## src/rtl/scan_fetch_seq.sv

```systemverilog
module scan_fetch_seq #(
  parameter int VBLANK_LINES  = 20,
  parameter int VISIBLE_LINES = 240,
  localparam int TOTAL_LINES  = VBLANK_LINES + VISIBLE_LINES + 2,
  localparam int VW           = $clog2(TOTAL_LINES)
) (
  input  logic          clk,
  input  logic          rst,
  input  logic          render_en,
  output logic [10:0]   hcount,
  output logic [VW-1:0] vcount,
  output logic [1:0]    line_phase,
  output logic [2:0]    fetch_kind,
  output logic          rd_strobe,
  output logic          vblank,
  output logic          irq
);
  localparam int LINE_CYC   = 1364;
  localparam int SHORT_LAST = 1359;
  localparam int PRE_LINE   = VBLANK_LINES;
  localparam int POST_LINE  = VBLANK_LINES + VISIBLE_LINES + 1;

  logic odd;
  logic [7:0] slot;
  logic rendering, parity_tick, line_end;

  assign line_phase = (vcount < VW'(PRE_LINE))   ? 2'd0 :
                      (vcount == VW'(PRE_LINE))  ? 2'd1 :
                      (vcount == VW'(POST_LINE)) ? 2'd3 : 2'd2;
  assign rendering   = render_en && (line_phase == 2'd1 || line_phase == 2'd2);
  assign slot        = hcount[10:3];
  assign parity_tick = line_phase == 2'd1 && render_en && hcount == 11'(SHORT_LAST);
  assign line_end    = hcount == 11'(LINE_CYC - 1) || (parity_tick && odd);

  always_comb begin
    fetch_kind = 3'd0;
    if (rendering && slot < 8'd170) begin
      if (slot >= 8'd168)
        fetch_kind = 3'd1;
      else if (slot >= 8'd128 && slot < 8'd160)
        fetch_kind = slot[1] ? (slot[0] ? 3'd7 : 3'd6) : 3'd5;
      else
        fetch_kind = {1'b0, slot[1:0]} + 3'd1;
    end
  end

  assign rd_strobe = fetch_kind != 3'd0 && hcount[2:0] == 3'd0;

  always_ff @(posedge clk) begin
    if (rst) begin
      hcount <= '0;
      vcount <= '0;
      odd    <= 1'b0;
      vblank <= 1'b0;
      irq    <= 1'b0;
    end else begin
      irq <= 1'b0;
      if (parity_tick) odd <= ~odd;
      if (line_end) begin
        hcount <= '0;
        if (vcount == VW'(POST_LINE)) begin
          vcount <= '0;
          vblank <= 1'b1;
          irq    <= 1'b1;
        end else begin
          vcount <= vcount + 1'b1;
          if (vcount == VW'(PRE_LINE - 1)) vblank <= 1'b0;
        end
      end else begin
        hcount <= hcount + 1'b1;
      end
    end
  end

  a_r1_hcount_wrap: assert property (@(posedge clk) disable iff (rst)
    hcount == 11'(LINE_CYC - 1) |=> hcount == 11'd0);
  a_r1_hcount_range: assert property (@(posedge clk) disable iff (rst)
    hcount < 11'(LINE_CYC));
  a_r7_quiet_blank: assert property (@(posedge clk) disable iff (rst)
    (line_phase == 2'd0 || line_phase == 2'd3 || !render_en) |-> (fetch_kind == 3'd0 && !rd_strobe));
  a_r8_irq_single: assert property (@(posedge clk) disable iff (rst)
    irq |=> !irq);
  a_r8_irq_with_flag: assert property (@(posedge clk) disable iff (rst)
    $rose(vblank) |-> irq);
  a_r8_clear_pre: assert property (@(posedge clk) disable iff (rst)
    line_phase == 2'd1 |-> !vblank);
  a_r9_short_wrap: assert property (@(posedge clk) disable iff (rst)
    (line_phase == 2'd1 && hcount == 11'(SHORT_LAST) && render_en && odd) |=> hcount == 11'd0);
endmodule

```

## config.mk

```make
export PLATFORM = sky130hd
export DESIGN_NAME = scan_fetch_seq
export DESIGN_NICKNAME = d
export VERILOG_FILES = /design/src/rtl/scan_fetch_seq.sv
export SDC_FILE = /design/constraint.sdc
export NUM_CORES = 1
export LEC_CHECK = 0
export BUFFER_PORTS_ARGS = -buffer_cell sky130_fd_sc_hd__buf_2
export CAP_MARGIN = 0
export CORE_ASPECT_RATIO = 1.25
export CORE_MARGIN = 3
export CORE_UTILIZATION = 55
export DETAILED_ROUTE_END_ITERATION = 12
export PLACE_DENSITY = 0.91
export SLEW_MARGIN = 25
export SYNTH_ARGS = -nofsm -noshare
export SYNTH_HDL_FRONTEND = slang
export SYNTH_SLANG_ARGS = --single-unit
```

## constraint.sdc

```tcl
create_clock -name clk -period 3.6 [get_ports clk]
set_input_delay 0.36 -clock clk [delete_from_list [all_inputs] [get_ports clk]]
set_output_delay 0.36 -clock clk [all_outputs]
set_load 0.05 [all_outputs]
```

==> summary.md <==
| Metric | Value |
|---|---|
| RSZ-0062 raised after global routing | `false` |
| Largest net degree at the start of global routing | `24` |
| I/O Pins | `31` |
| First drt pass iteration count | `4` |
| Hold Path Class | `reg -> reg` |
| Initial Util | `0.583` |
| Post-CTS sizing | `0` |
| Seq/Total Area, Yosys | `0.319` |
| Antenna viol nets, final | `0` |
| Sequential cell area | `460 um2` |
| Die X | `between 50 and 60 um` |
| Max clock buf depth | `2` |
| Leading post-synthesis cells by cell area | `dfxtp_1 (32%), ha_1 (6.9%), nor3_1 (3.8%)` |
| Total track usage | `0.216` |
| Post-synth EDFFs | `0` |
| Final hold violations | `0` |
| DP HPWL | `2460 um` |
| Synth async-reset ratio | `0` |
| Clock share of power | `0.289` |
| Yosys reg bits | `23` |
| Multi-input gate area | `905 um2` |
| CP required | `3240 ps` |
| Ant. Diodes | `0` |
| Minimum clock period | `3170 ps` |
| Cell variety after synth | `49` |
| Hold endpoint | `vblank` |
| Layout area overhead | `12.1%` |
| Max transition margin | `0.513` |
| Core Box Area | `2480 um2` |
| Sw frac | `0.244` |
| Worst EP arrival | `2810 ps` |
| Commonest non-fill, non-tap cell in the layout | `buf_2` |
| Syn avg cell area | `about 8.4 um2` |
| VDD IR max | `0.000168 V` |
| Routed WL | `3340 um` |
| Ys Warns | `0` |
| First-pass GRT wire length | `5640 um` |
| Syn Std Cell Area | `approximately 1400 um2` |
| Final setup vio count | `0` |
| CTS tree | `built` |
| Hold_sp | `vblank` |
| Slack of the critical path | `425 ps` |
| Hold_buf cts | `0` |
| Routed len/inst | `around 14 um` |
| Share of the synthesized area in the top cell type | `0.319` |
| Max-Cap Viols | `0` |
| Filler Cell Count | `between 200 and 250` |
| R2R Path Start | `vcount[1]` |
| CP max FO | `9` |
| # rows | `20` |
| Worst-path clk slew | `130 ps` |
| Vias per inst | `just over 6` |
| Routability cong. | `0.902` |
| Reg2Reg Depth | `10` |
| Final worst path period share | `0.882` |
| Sink Count | `23` |
| Nets | `210` |
| CP Capture Type | `output pin` |
| Flop2flop setup slack | `760 ps` |
| DRC Markers | `0` |
| Reg power frac | `0.642` |
| Main synth FF type | `dfxtp_1` |
| Hold path depth | `2` |
| Setup Fix Bufs, Post-CTS | `0` |
| PortBufs | `30` |
| Mapped Nets | `around 180` |
| Pint | `308 uW` |
| Max-slew violations | `0` |
| Outcome | `finished, final reports clean` |
| Vias after detailed routing | `between 1,000 and 1,500` |
| Layout cells sized above 1 | `0.207` |
| P_leak | `0.000685 uW` |
| CTS root buf | `clkbuf_4` |
| Initial antenna violation count | `0` |
| Max Clock Skew | `11.0 ps` |
| Initial DRC count | `29` |
| Cts bufs inserted | `3` |
| Gate power share | `0.069` |
| Clk Latency, worst-skew pair | `between 300 and 400 ps` |
| Cell taking the most area after synthesis | `dfxtp_1` |
| Vias in the first global route | `1,291` |
| Die area | `3280 um2` |
| Worst slack at placement | `794 ps` |
| Reg2reg end | `hcount[3]` |
| Most frequent cells in the layout | `buf_2 (30), dfxtp_1 (23), nand2_1 (14)` |
| Die Span Y | `about 63 um` |
| Switching pwr | `99.4 uW` |
| Hold_ws | `470 ps` |
| H-tree lvl count | `1` |
| Worst Setup Path Type | `reg -> out` |
| Slew @ Worst Pin | `about 730 ps` |
| Total grt overflow | `0` |
| Cell Pwr Density | `251 nW/um2` |
| Post-Syn Instances | `173` |
| Startpoint types | `flop` |
| Peak Freq | `315 MHz` |
-- worst max path at each step --
stage / startpoint / end / cells after the start
after floorplan: vcount[0] / fetch_kind[1] / 9
after global placement: vcount[0] / rd_strobe / 10
after detailed placement: vcount[1] / hcount[3] / 10
after CTS: vcount[0] / rd_strobe / 10
after global routing: vcount[0] / rd_strobe / 10
final: vcount[0] / rd_strobe / 10
-- registers in the layout, summed over array words and instances (netlist names) --
register and cells:
hcount 11, vcount 9, irq 1, odd 1, vblank 1
-- layer usage --
| metal | up-vias | GRT usage | share of wire |
|---|---|---|---|
| met3 | 8 | 0.0331 | 0.059 |
| li1 | 684 | - | - |
| met5 | - | 0 | 0 |
| met4 | 0 | 0.115 | 0.021 |
| met2 | 56 | 0.357 | 0.50 |
| met1 | 655 | 0.260 | 0.42 |
-- layout make-up --
type	instances	share of cell area
clock buffer	4	0.0162
inverter	10	0.0232
multi-input combinational	131	0.558
sequential	23	0.284
tap	33	0.0255
timing repair buffer	30	0.0927
-- power groups by stage --
stage / logic (uW) / registers (uW) / clock network [uW]
finish: 28.2 / 261 / 118
global route: 30.6 / 262 / 133
CTS: 28.3 / 261 / 119
detailed placement: 28.1 / 267 / 0
global placement: 27.5 / 267 / 0
floorplan: 10.9 / 276 / 0
-- cell usage after synthesis, types with 2 or more instances --
cell type,count
nand2_1,14
nand4_1,3
o32ai_1,2
buf_4,2
nand3_1,8
nand2b_1,5
or3_1,5
clkbuf_1,3
o311ai_1,2
inv_1,10
a21oi_1,9
xnor2_1,5
nor3b_1,2
buf_2,4
nor3_1,11
nor2_1,9
o31ai_1,2
nor2b_1,2
or4b_1,3
xor2_1,4
and3_1,4
a211oi_1,4
o21ai_0,5
ha_1,8
dfxtp_1,23
-- cell families (layout without fill, tap and decap cells) --
group                      count (synthesis)  in the layout  synth area share
and+or+nand+nor                           79             79             0.329
buffers and inverters                     19             44            0.0580
AOI/OAI and AO/OA                         35             35             0.171
xor gates and xnor gates                   9              9            0.0545
DFF                                       23             23             0.319
adders and majority gates                  8              8            0.0693
-- metrics by stage --
step,utilization,setup TNS (ps),power (uW),area (um2),cells
6_report,0.654,0,407,1620,231
5_1_grt,0.654,0,426,1620,231
4_1_cts,0.654,0,409,1620,231
3_5_place_dp,0.643,0,295,1590,227
3_3_place_gp,0.643,0,294,1590,227
2_1_floorplan,-,-219,287,1450,173
-- worst max-delay path, cell delays in order (launching register included) --
cell,delay (ps)
dfxtp_1,460
ha_1,170
and4bb_1,270
nand3_2,190
o21ai_1,190
ha_1,260
nand2b_1,140
a21oi_1,200
o311ai_0,200
a21oi_2,160
buf_2,270
No activity file was read; power rests on OpenSTA's default activity.
